[src/rtl/trig_pkg.sv]
package trig_pkg;
  localparam int NUM_TRIG    = 6;
  localparam int TRIG_MAIN   = 0;
  localparam int TRIG_CHG    = 1;
  localparam int TRIG_DIR    = 2;
  localparam int TRIG_TIME   = 3;
  localparam int TRIG_SINGLE = 4;
  localparam int TRIG_RANDOM = 5;
endpackage

[src/rtl/trig_cond_eval.sv]
module trig_cond_eval
  import trig_pkg::*;
#(
  parameter int QW = 16,
  parameter int TW = 12
) (
  input  logic [QW-1:0]        charge_sum,
  input  logic                 dir_narrow_hit,
  input  logic                 dir_wide_hit,
  input  logic signed [TW-1:0] time_diff,
  input  logic [QW-1:0]        thr_high,
  input  logic [QW-1:0]        thr_low,
  input  logic [TW-1:0]        win_narrow,
  input  logic [TW-1:0]        win_wide,
  input  logic                 single_use_high,
  output logic [TRIG_RANDOM-1:0] phys_hit
);
  // magnitude of a two's complement value; most negative maps to 2^(TW-1)
  function automatic logic [TW-1:0] abs_mag(input logic signed [TW-1:0] v);
    logic [TW-1:0] u;
    u = v;
    return v[TW-1] ? (~u + 1'b1) : u;
  endfunction

  function automatic logic above(input logic [QW-1:0] q, input logic [QW-1:0] thr);
    return q > thr;
  endfunction

  logic [TW-1:0] mag;
  logic q_hi, q_lo, t_nar, t_wid;

  always_comb begin
    mag   = abs_mag(time_diff);
    q_hi  = above(charge_sum, thr_high);
    q_lo  = above(charge_sum, thr_low);
    t_nar = mag < win_narrow;
    t_wid = mag < win_wide;
    phys_hit[TRIG_MAIN]   = q_hi & dir_narrow_hit & t_nar;
    phys_hit[TRIG_CHG]    = q_lo & dir_narrow_hit & t_nar;
    phys_hit[TRIG_DIR]    = q_hi & dir_wide_hit   & t_nar;
    phys_hit[TRIG_TIME]   = q_hi & dir_narrow_hit & t_wid;
    phys_hit[TRIG_SINGLE] = single_use_high ? q_hi : q_lo;
  end
endmodule

[src/rtl/trig_prescaler.sv]
module trig_prescaler #(
  parameter int PSW = 16
) (
  input  logic           clk,
  input  logic           rst_n,
  input  logic           occur,
  input  logic [PSW-1:0] factor,
  output logic           pass
);
  logic [PSW-1:0] cnt_q;
  logic [PSW:0]   next_cnt;
  logic           active;

  always_comb begin
    next_cnt = {1'b0, cnt_q} + 1'b1;
    active   = occur && (factor != '0);
    pass     = active && (next_cnt >= {1'b0, factor});
  end

  always_ff @(posedge clk or negedge rst_n) begin
    if (!rst_n)      cnt_q <= '0;
    else if (active) cnt_q <= pass ? '0 : next_cnt[PSW-1:0];
  end
endmodule

[src/rtl/trig_random_src.sv]
module trig_random_src #(
  parameter int RND_BITS = 4
) (
  input  logic clk,
  input  logic rst_n,
  output logic fire
);
  localparam int LW = 16;
  localparam logic [LW-1:0] TAPS = 16'hB400;
  localparam logic [LW-1:0] SEED = 16'hACE1;

  logic [LW-1:0] lfsr_q;

  always_ff @(posedge clk or negedge rst_n) begin
    if (!rst_n)        lfsr_q <= SEED;
    else if (lfsr_q[0]) lfsr_q <= (lfsr_q >> 1) ^ TAPS;
    else               lfsr_q <= lfsr_q >> 1;
  end

  assign fire = (lfsr_q[RND_BITS-1:0] == '0);
endmodule

[src/rtl/trig_decision_unit.sv]
module trig_decision_unit
  import trig_pkg::*;
#(
  parameter int QW       = 16,
  parameter int TW       = 12,
  parameter int PSW      = 16,
  parameter int RCW      = 24,
  parameter int ECW      = 32,
  parameter int TCW      = 32,
  parameter int RND_BITS = 4
) (
  input  logic                    clk,
  input  logic                    rst_n,
  input  logic [QW-1:0]           charge_sum,
  input  logic                    dir_narrow_hit,
  input  logic                    dir_wide_hit,
  input  logic signed [TW-1:0]    time_diff,
  input  logic [QW-1:0]           thr_high,
  input  logic [QW-1:0]           thr_low,
  input  logic [TW-1:0]           win_narrow,
  input  logic [TW-1:0]           win_wide,
  input  logic                    single_use_high,
  input  logic [NUM_TRIG-1:0]     type_enable,
  input  logic [NUM_TRIG*PSW-1:0] prescale_flat,
  input  logic                    busy,
  output logic                    accept,
  output logic [NUM_TRIG-1:0]     trig_pattern,
  output logic [ECW-1:0]          event_count,
  output logic [NUM_TRIG*RCW-1:0] rate_count_flat,
  output logic [TCW-1:0]          live_count,
  output logic [TCW-1:0]          dead_count
);
  localparam int NT = NUM_TRIG;

  logic [TRIG_RANDOM-1:0] phys_hit;
  logic                   rnd_fire;
  logic [NT-1:0]          cond_raw;   // condition per type, before gating
  logic [NT-1:0]          occur;      // enabled, non-busy occurrences
  logic [NT-1:0]          passed;     // occurrences surviving the prescaler
  logic [NT-1:0]          ps_pass;

  trig_cond_eval #(.QW(QW), .TW(TW)) cond_i (
    .charge_sum     (charge_sum),
    .dir_narrow_hit (dir_narrow_hit),
    .dir_wide_hit   (dir_wide_hit),
    .time_diff      (time_diff),
    .thr_high       (thr_high),
    .thr_low        (thr_low),
    .win_narrow     (win_narrow),
    .win_wide       (win_wide),
    .single_use_high(single_use_high),
    .phys_hit       (phys_hit)
  );

  trig_random_src #(.RND_BITS(RND_BITS)) rnd_i (
    .clk  (clk),
    .rst_n(rst_n),
    .fire (rnd_fire)
  );

  assign cond_raw = {rnd_fire, phys_hit};
  assign occur    = cond_raw & type_enable & {NT{~busy}};
  assign passed   = occur & ps_pass;

  for (genvar i = 0; i < NT; i++) begin : g_type
    logic [RCW-1:0] rate_q;

    trig_prescaler #(.PSW(PSW)) ps_i (
      .clk   (clk),
      .rst_n (rst_n),
      .occur (occur[i]),
      .factor(prescale_flat[i*PSW +: PSW]),
      .pass  (ps_pass[i])
    );

    always_ff @(posedge clk or negedge rst_n) begin
      if (!rst_n)          rate_q <= '0;
      else if (cond_raw[i]) rate_q <= rate_q + 1'b1;
    end

    assign rate_count_flat[i*RCW +: RCW] = rate_q;
  end

  always_ff @(posedge clk or negedge rst_n) begin
    if (!rst_n) begin
      accept       <= 1'b0;
      trig_pattern <= '0;
      event_count  <= '0;
    end else begin
      accept <= |passed;
      if (|passed) begin
        trig_pattern <= passed;
        event_count  <= event_count + 1'b1;
      end
    end
  end

  always_ff @(posedge clk or negedge rst_n) begin
    if (!rst_n) begin
      live_count <= '0;
      dead_count <= '0;
    end else if (busy) begin
      dead_count <= dead_count + 1'b1;
    end else begin
      live_count <= live_count + 1'b1;
    end
  end
endmodule

[config.mk]
export PLATFORM = sky130hd
export DESIGN_NAME = trig_decision_unit
export DESIGN_NICKNAME = d
export VERILOG_FILES = /design/src/rtl/trig_pkg.sv /design/src/rtl/trig_cond_eval.sv /design/src/rtl/trig_prescaler.sv /design/src/rtl/trig_random_src.sv /design/src/rtl/trig_decision_unit.sv
export SDC_FILE = /design/constraint.sdc
export NUM_CORES = 1
export LEC_CHECK = 0
export ABC_CLOCK_PERIOD_IN_PS = 8400
export CELL_PAD_IN_SITES_DETAIL_PLACEMENT = 1
export CELL_PAD_IN_SITES_GLOBAL_PLACEMENT = 1
export CORE_MARGIN = 1
export CORE_UTILIZATION = 43
export DETAILED_ROUTE_END_ITERATION = 16
export GPL_ROUTABILITY_DRIVEN = 0
export PLACE_DENSITY_LB_ADDON = 0.1
export SLEW_MARGIN = 20
export SYNTH_ARGS = -nofsm -noshare
export SYNTH_HDL_FRONTEND = slang
export SYNTH_SLANG_ARGS = --single-unit
[constraint.sdc]
create_clock -name clk -period 8.4 [get_ports clk]
set_input_delay 1.68 -clock clk [delete_from_list [all_inputs] [get_ports clk]]
set_output_delay 1.68 -clock clk [all_outputs]
set_load 0.01 [all_outputs]
# Word-level counts from Yosys, hierarchy flattened

Index checks and enable logic that the tools add are counted.

Output and inout bits: 247
Input bits: 192
Flip-flop bits (word level): 359

Bitwise gates (word level): 13
Reduce and logical (&&, ||, !) cells: 20
Order comparisons: 10
Muxes and demuxes: 9
Add/sub/neg operators: 16

Operators by type and width:

| kind                                          | number |
|---|---|
| adder 24 x 1 -> 24 bit, second input constant | 6 |
| 2-to-1 mux 16 bit                             | 7 |
| adder 16 x 1 -> 17 bit, second input constant | 6 |
| >= comparator 17 x 16 -> 1 bit                | 6 |
| adder 32 x 1 -> 32 bit, second input constant | 3 |
| nonzero test 16 bit                           | 6 |
| > comparator 16 bit                           | 2 |
| < comparator 12 bit                           | 2 |
| AND 6 bit                                     | 3 |
| adder 12 x 1 -> 12 bit, second input constant | 1 |
| logical AND 1 bit                             | 12 |
| 2-to-1 mux 12 bit                             | 1 |
| NOT 12 bit                                    | 1 |
| AND 1 bit                                     | 7 |
| OR reduction 6 bit                            | 1 |
| zero test 4 bit                               | 1 |
| NOT 3 -> 4 bit                                | 1 |
| 2-to-1 mux 1 bit                              | 1 |
| NOT 1 bit                                     | 1 |

# Logic depth before layout (Yosys ltp)

Gate-level depths: netlist (run 1).

Depth after elaboration: 11
Depth in mapped cells: 20
Mapped depth without buffers: 17

# Cells and area by module

A second synthesis (run 1) with hierarchy kept.

Cell total of the unflattened synthesis: 2179
Area total of the unflattened synthesis: 21384.3 µm²

Modules (own cells, without submodules):

| module                              | cells each | times used | area each (µm²) | sequential area each (µm²) |
|---|---|---|---|---|
| trig_decision_unit                  | 918        | 1          | 10623.9         | 6180.9 |
| trig_prescaler (g_type[1].ps_i ...) | 168        | 5          | 1437.6          | 400.4 |
| trig_cond_eval                      | 224        | 1          | 1702.9          | 0.0 |
| trig_prescaler (g_type[0].ps_i)     | 177        | 1          | 1420.1          | 400.4 |
| trig_random_src                     | 20         | 1          | 449.2           | 410.4 |

# Least setup slack after synthesis (run 1)

Ideal clock, no wire load.

Path kind: input to register
Start: input time_diff[3]
End: register event_count[15]
Arrival time: 4.964 ns
Stages: 18
Setup time: 0.079 ns
Setup slack: 3.357 ns
Data required time: 8.321 ns
Path buffers: 2
Cells stage by stage: nor3_1 > nand2b_1 > nor4_1 > nand2_1 > nand2_1 > xnor2_1 > ha_1 > a21o_1 > a21o_1 > a2111oi_2 > nand3_1 > nor4bb_1 > buf_2 > a222oi_1 > and3_4 > buf_6 > nor4_1 > xor2_1

Word-level cells in the longest chain between the ends: 11
Elaborated cells between the ends (all ways): 21

RTL lines:

| item                                   | RTL line                                   | text |
|---|---|---|
| from (decl)                            | trig_decision_unit.sv:17                   | `input logic signed [TW-1:0] time_diff,` |
| NOT 12 bit                             | trig_cond_eval.sv:22                       | `return v[TW-1] ? (~u + 1'b1) : u;` |
| adder 12 x 1 -> 12 bit                 | trig_cond_eval.sv:22                       |  |
| 2-to-1 mux 12 bit (*)                  | trig_cond_eval.sv:22                       |  |
| < comparator 12 bit (on tied branches) | trig_cond_eval.sv:36, trig_cond_eval.sv:37 |  |
| AND 1 bit (on tied branches)           | n/a                                        |  |
| AND 6 bit (*) (2 in series)            | trig_decision_unit.sv:62                   | `assign occur = cond_raw & type_enable & {NT{~busy}};` |
| logical AND 1 bit                      | trig_prescaler.sv:16                       | `active = occur && (factor != '0);` |
| logical AND 1 bit                      | trig_prescaler.sv:17                       | `pass = active && (next_cnt >= {1'b0, factor});` |
| AND 6 bit (*)                          | trig_decision_unit.sv:63                   | `assign passed = occur & ps_pass;` |
| OR reduction 6 bit (*)                 | trig_decision_unit.sv:91                   | `if (\|passed) begin` |
| to (signal assigned)                   | trig_decision_unit.sv:93                   | `event_count <= event_count + 1'b1;` |
| to (decl)                              | trig_decision_unit.sv:28                   | `output logic [ECW-1:0] event_count,` |

Every way passes the cells marked *; elsewhere a longest branch is shown, timed or not.
A chain may end at the register's enable or synchronous reset.

# Worst setup path after layout (run 1)

Start: input time_diff[3]
End: register event_count[18]

Same word-level chain as after synthesis.

==> results of run 1 <==
==> where the power goes <==
| part | switching [mW] | total [mW] | internal [mW] | leakage, nW |
|---|---|---|---|---|
| registers | 0.242 | 2.14 | 1.90 | 4.81 |
| clock network | 0.759 | 1.96 | 1.20 | 0.741 |
| logic | 0.528 | 1.09 | 0.564 | 7.34 |
==> logic make-up after synthesis <==
| kind of cell | count (synthesis) |
|---|---|
| compound gates | 283 |
| xor+xnor | 327 |
| fa+ha+maj | 166 |
| buf+inv | 224 |
| flops | 359 |
| mux | 9 |
| simple gates | 750 |
==> state kept, by name, indices dropped and copies added, names as in the netlist <==
signal             count
trig_pattern           6
g_type.ps_i.cnt_q     96
dead_count            32
live_count            32
event_count           32
rnd_i.lfsr_q          16
g_type.rate_q        144
accept                 1
==> cell type report <==
class	count	area (um2)	share of cell area, %
Sequential cell	359	8994	33.12
Multi-Input combinational cell	1535	10770	39.66
Clock buffer	62	1267	4.668
Tap cell	607	759.5	2.797
Clock inverter	15	219.0	0.8064
Timing Repair Buffer	444	4451	16.39
Antenna cell	1	2.502	0.009216
Inverter	184	690.7	2.544
==> worst min path at each step <==
stage                                    from                   endpoint  slack, ns  cells past startpoint
floorplan           rnd_i.lfsr_q[4]$_DFF_PN0_  rnd_i.lfsr_q[3]$_DFF_PN0_       0.33                      0
CTS                 rnd_i.lfsr_q[9]$_DFF_PN0_  rnd_i.lfsr_q[8]$_DFF_PN0_       0.35                      0
finish              rnd_i.lfsr_q[9]$_DFF_PN0_  rnd_i.lfsr_q[8]$_DFF_PN0_       0.35                      0
global placement    rnd_i.lfsr_q[4]$_DFF_PN0_  rnd_i.lfsr_q[3]$_DFF_PN0_       0.34                      0
detailed placement  rnd_i.lfsr_q[8]$_DFF_PN0_  rnd_i.lfsr_q[7]$_DFF_PN1_       0.35                      0
global route        rnd_i.lfsr_q[9]$_DFF_PN0_  rnd_i.lfsr_q[8]$_DFF_PN0_       0.36                      0
==> per-stage QoR <==
step | area [um2] | hold WS, ns | setup slack [ns] | instances | total power, mW
CTS | 27140 | 0.3451 | 2.073 | 3206 | 5.253
global route | 27150 | 0.3578 | 1.856 | 3206 | 5.448
detailed placement | 25650 | 0.3484 | 1.447 | 3129 | 3.266
floorplan | 20640 | 0.3312 | 3.357 | 2118 | 2.639
global placement | 25650 | 0.3367 | 1.721 | 3129 | 3.188
finish | 27150 | 0.3472 | 2.311 | 3207 | 5.192
==> critical path: cells and delay by family <==
kind | cells | cell delay (ns)
AO/OA/AOI/OAI | 2 | 0.56
adder cells (fa/ha/maj) | 1 | 0.30
buffers and inverters | 1 | 0.47
XOR/XNOR | 2 | 0.37
AND/OR/NAND/NOR | 12 | 3.20
==> per-layer routing <==
| metal | part of all wire, % | wire length (um) | vias to the layer above | track usage [%] |
|---|---|---|---|---|
| met2 | 50 | 31000 | 391 | 45.23 |
| met5 | 0.024 | 15 | - | 0 |
| li1 | - | - | 8273 | - |
| met3 | 4.9 | 3036 | 118 | 5.351 |
| met1 | 42 | 26250 | 8715 | 31.37 |
| met4 | 3.2 | 1987 | 2 | 8.730 |
==> Yosys cell counts (all sizes together) (50+ instances only) <==
master / number
dfrtp: 351
xnor2: 205
nand2: 192
inv: 184
ha: 166
nand3: 143
xor2: 122
nor2: 114
o21ai: 92
and3: 78
nand4: 75
a21oi: 50
==> impl_metrics.tcl, run 1 <==
set metrics [dict create \
    status "completed" \
    max_stage_delay_ns 0.72 \
    max_freq_ghz 0.1642 \
    synth-adder-area-share_pct 10.06 \
    ff2ff_path_depth 15 \
    crit_start "time_diff[3]" \
    firstDrtPassIters 7 \
    synth_async_sr_flop_share_pct 100.0 \
    synth-compound-area-share_pct 9.107 \
    final_max_slew_viol_count 0 \
    routed_wl_um 62280 \
    drc 0 \
    critPathKind "in -> reg" \
    maxCapViolCount 0 \
    crit_end "event_count[18]$_DFFE_PN0P_" \
    ys_ff_latch 359 \
    synthSimpleGateAreaFrac_pct 18.61 \
    synth_top_area_share_pct 42.56 \
    finalSetupTns_ns 0 \
    post_cts_buffers 0 \
    timing_hold_violations_final 0 \
    core_um2 46950 \
    synth_area_leaders "dfrtp_1, ha_1, xnor2_1" \
    start_kind "input port" \
    rsz0062_at_grt "false" \
    grt_max_degree 158 \
    crit_slowest_cell "nor4bb_2" \
    die_h_um 221.1 \
    ys_types 63 \
    wl_per_cell_um 19.42 \
    r2r-end "event_count[1]$_DFFE_PN0P_" \
    p_per_area_nw_per_um2 191.2 \
    synth_mux_area_share_pct 0.4911 \
    fin_crit_ns 6.089 \
    clk_latency_ns 0.57 \
    p_leak_nw 12.89 \
    fp-row-count 79 \
    setup_viol 0 \
    max_slew_margin_pct 33.35 \
    cts-resized-gates 0 \
    synth_edf_count 0 \
    syn_area_um2 20640 \
    num_io_pins 439 \
    die_x_um 221.1 \
    grt_pass1_vias 19185 \
    num-nets-final 2924 \
    yosysSeqAreaShare_pct 43.58 \
    ant_nets 0 \
    track_usage_pct 25.77 \
    dieArea_um2 48870 \
    vdd_ir_drop_max_mv 0.1235 \
    hp-class "reg -> reg" \
    synth_top_family_by_area "simple AND/OR/NAND/NOR gates" \
    r2r-start "g_type[2].ps_i.cnt_q[0]$_DFFE_PN0P_" \
    clockBufferDepth 3 \
    skew_ns 0.02081 \
    yosysTopAreaCell "dfrtp_1" \
    tightest_slew_ns 0.9987 \
    cts_tree "built" \
    io_buffers 438 \
    dp_hpwl_um 47970 \
    finalCritPeriodShare_pct 72.49 \
    crit_fanout 39 \
    vias 17499 \
    synth_cells 2118 \
    post-route-util_pct 57.83 \
    root_buffer "clkbuf_16" \
    mostFrequentLayoutCells "clkdlybuf4s50_1, dfrtp_1, xnor2_1" \
    cts_hold_buf 0 \
    final_common_cell "clkdlybuf4s50_1" \
    synth_ff_type "dfrtp_1" \
    antenna_found_initial 5 \
    ys_warn_count 0 \
    area_delta_synth_final_pct 31.58 \
    cts_sinks 359 \
    r2r_slack_ns 3.16 \
    synth_nets 2476 \
    drive_gt1_share_pct 4.309 \
    crit_path_cell_trace "clkdlybuf4s50_1 -> nor3_1 -> nand2b_1 -> nor4_1 -> nor2b_1 -> nand2_1 -> nand2_1 -> xnor2_1 -> ha_1 -> nand4_1 -> nor3_1 -> a2111oi_2 -> nand3_1 -> nor4bb_2 -> a222oi_1 -> and3_4 -> nor4_1 -> xor2_1" \
    grt_first_pass_wirelength_um 102600 \
    via_per_inst 5.457 \
    cp_data_required_time_ns 8.89 \
    synth_xor_area_share_pct 13.88 \
    cts_buffers 42 \
    synth_area_per_cell_um2 9.743 \
    nFillCells 5197 \
    htreeDepth 2 \
    worstSetupEndpointType "flip-flop" \
    grt.overflow.total 0 \
    cp.arrival_ns 6.58 \
    start_util_pct 43.95 \
    drt-initial-drc-count 748 \
    cts.clk_slew.worst_paths_ns 0.06 \
]
Note: power is estimated with default switching activity, not from simulation.
==> run 2: changes to the inputs <==
ABC_CLOCK_PERIOD_IN_PS = 5300   (was 8400)
CORE_UTILIZATION = 36   (was 43)
clock period = 5.3 ns   (was 8.4 ns; I/O delays follow)
==> impl_metrics.tcl, run 2 (synthesis results as in run 1) <==
set metrics [dict create \
    drc 0 \
    mostFrequentLayoutCells "clkdlybuf4s50_1, dfrtp_1, xnor2_1" \
    die_x_um 241.4 \
    vias 17548 \
    grt_first_pass_wirelength_um 99980 \
    nFillCells 6295 \
    tightest_slew_ns 0.8198 \
    htreeDepth 2 \
    r2r-end "event_count[7]$_DFFE_PN0P_" \
    num_io_pins 439 \
    largest-register "g_type.rate_q" \
    cts.clk_slew.worst_paths_ns 0.06 \
    worstSetupEndpointType "flip-flop" \
    maxCapViolCount 0 \
    power.total_mw 8.543 \
    drive_gt1_share_pct 5.971 \
    p_per_area_nw_per_um2 306.6 \
    rsz0062_at_grt "false" \
    wl_per_cell_um 18.51 \
    ant_nets 0 \
    p_leak_nw 13.18 \
    ff2ff_path_depth 17 \
    cts_buffers 45 \
    final_max_slew_viol_count 0 \
    finalCritPeriodShare_pct 93.89 \
    cp_data_required_time_ns 5.75 \
    grt.overflow.total 0 \
    start_kind "flip-flop" \
    start_util_pct 36.53 \
    clockBufferDepth 3 \
    track_usage_pct 21.36 \
    fin_crit_ns 4.976 \
    vdd_ir_drop_max_mv 0.2170 \
    critPathKind "reg -> reg" \
    core_um2 56500 \
    clkPwrFrac_pct 39.9 \
    p_int_mw 6.096 \
    pwr-share-seq_pct 39.5 \
    power_frac_comb_pct 20.6 \
    crit_slowest_cell "a2111oi_0" \
    cts_tree "built" \
    fp-row-count 87 \
    finalSetupTns_ns 0 \
    drt-initial-drc-count 547 \
    largest_register_ffs 144 \
    area_delta_synth_final_pct 35.01 \
    timing_hold_violations_final 0 \
    hold_path_startpoint "rnd_i.lfsr_q[8]$_DFF_PN0_" \
    dieArea_um2 58280 \
    p_sw_mw 2.447 \
    crit_path_cell_trace "ha_1 -> nand3_1 -> nor3_1 -> and3_1 -> nand3_1 -> xnor2_1 -> ha_1 -> a21oi_1 -> o21ai_0 -> a2111oi_0 -> o31a_1 -> o211ai_1 -> a32oi_2 -> buf_4 -> and3_4 -> nor4_1 -> xor2_1" \
    clk_latency_ns 0.58 \
    max_stage_delay_ns 0.56 \
    setup_viol 0 \
    antenna_found_initial 1 \
    dp_hpwl_um 49010 \
    cts_sinks 359 \
    firstDrtPassIters 6 \
    whs_endpoint "rnd_i.lfsr_q[7]$_DFF_PN1_" \
    reg_top3 "g_type.rate_q x144, g_type.ps_i.cnt_q x96" \
    skew_ns 0.03191 \
    hp-class "reg -> reg" \
    max_freq_ghz 0.2010 \
    status "completed" \
    via_per_inst 5.157 \
    grt_pass1_vias 18630 \
    p_sw_share_pct 28.65 \
    routed_wl_um 62970 \
    cp.arrival_ns 5.42 \
    crit_fanout 16 \
    holdPathStages 0 \
    r2r-start "g_type[2].ps_i.cnt_q[0]$_DFFE_PN0P_" \
    grt_max_degree 109 \
    num-nets-final 2968 \
    final_common_cell "clkdlybuf4s50_1" \
    die_h_um 241.4 \
    io_buffers 438 \
    root_buffer "clkbuf_16" \
    r2r_slack_ns 0.32 \
    timing.hold.ws_ns 0.3531 \
    max_slew_margin_pct 45.10 \
]
run 2: cell types whose count changed in the layout (fill, tap and decap cells not counted), sizes merged:
cell      previous run  this run
clkinvlp             0         1
clkbuf              62        65
clkinv               8         7
buf                  7        47
and3                78        79
inv                186       185
bufinv               5         9
run 2: cell type report:
type                       count  area [um2]  area share [%]
tap                          756       945.9           3.395
antenna                        1       2.502        0.008982
clock inverter                18       346.6           1.244
multi-input combinational   1536       10790           38.72
sequential                   359        8994           32.28
clock buffer                  65        1323           4.747
inverter                     184       690.7           2.479
timing repair buffer         484        4772           17.13
run 2: per-layer routing:
| metal | vias to the layer above | part of all wire, % | global-route usage, % |
|---|---|---|---|
| li1 | 8358 | - | - |
| met1 | 8722 | 43 | 27.24 |
| met2 | 380 | 49 | 37.02 |
| met3 | 88 | 5.0 | 3.703 |
| met4 | 0 | 2.4 | 5.888 |
| met5 | - | 0 | 0 |
run 2: repair_timing:
item | CTS | global route
resized for setup | 0 | 3
buffers inserted | 0 | 2
hold buffers | 0 | 0
setup endpoints to repair | 0 | 39
run 2: through the flow:
stage / instance area [um2] / cells / util, % / worst slack [ns]
final: 27860 / 3403 / 49.32 / 0.3237
after global routing: 27860 / 3402 / 49.31 / 0.006921
after CTS: 27820 / 3399 / 49.24 / 0.08813
after detailed placement: 26150 / 3316 / 46.29 / -0.2185
after global placement: 26150 / 3316 / 46.29 / 0.03947
after floorplan: 20640 / 2118 / - / 0.8766
run 2: power groups by stage:
| stage | Sequential [mW] | Clock [mW] | Combinational [mW] |
|---|---|---|---|
| 2_1_floorplan | 3.41 | 0 | 0.776 |
| 3_3_place_gp | 3.40 | 0 | 1.69 |
| 3_5_place_dp | 3.42 | 0 | 1.77 |
| 4_1_cts | 3.38 | 3.51 | 1.78 |
| 5_1_grt | 3.43 | 3.63 | 1.95 |
| 6_report | 3.37 | 3.41 | 1.76 |
run 2: how the worst max path moves through the flow:
stage / from / to / slack (ns)
global route: g_type[2].ps_i.cnt_q[0]$_DFFE_PN0P_ / event_count[3]$_DFFE_PN0P_ / 0.007
floorplan: time_diff[3] / event_count[15]$_DFFE_PN0P_ / 0.88
detailed placement: time_diff[3] / event_count[18]$_DFFE_PN0P_ / -0.22
finish: g_type[2].ps_i.cnt_q[0]$_DFFE_PN0P_ / event_count[7]$_DFFE_PN0P_ / 0.32
CTS: g_type[2].ps_i.cnt_q[0]$_DFFE_PN0P_ / event_count[1]$_DFFE_PN0P_ / 0.09
global placement: time_diff[3] / event_count[28]$_DFFE_PN0P_ / 0.04
run 2: critical path: cells and delay by family (launching register included):
kind	cells	cell delay, ns
AO/OA/AOI/OAI	6	1.75
AND/OR/NAND/NOR	6	1.41
adder cells (fa/ha/maj)	2	0.60
flip-flops	1	0.45
XOR/XNOR	2	0.44
buffers and inverters	1	0.18
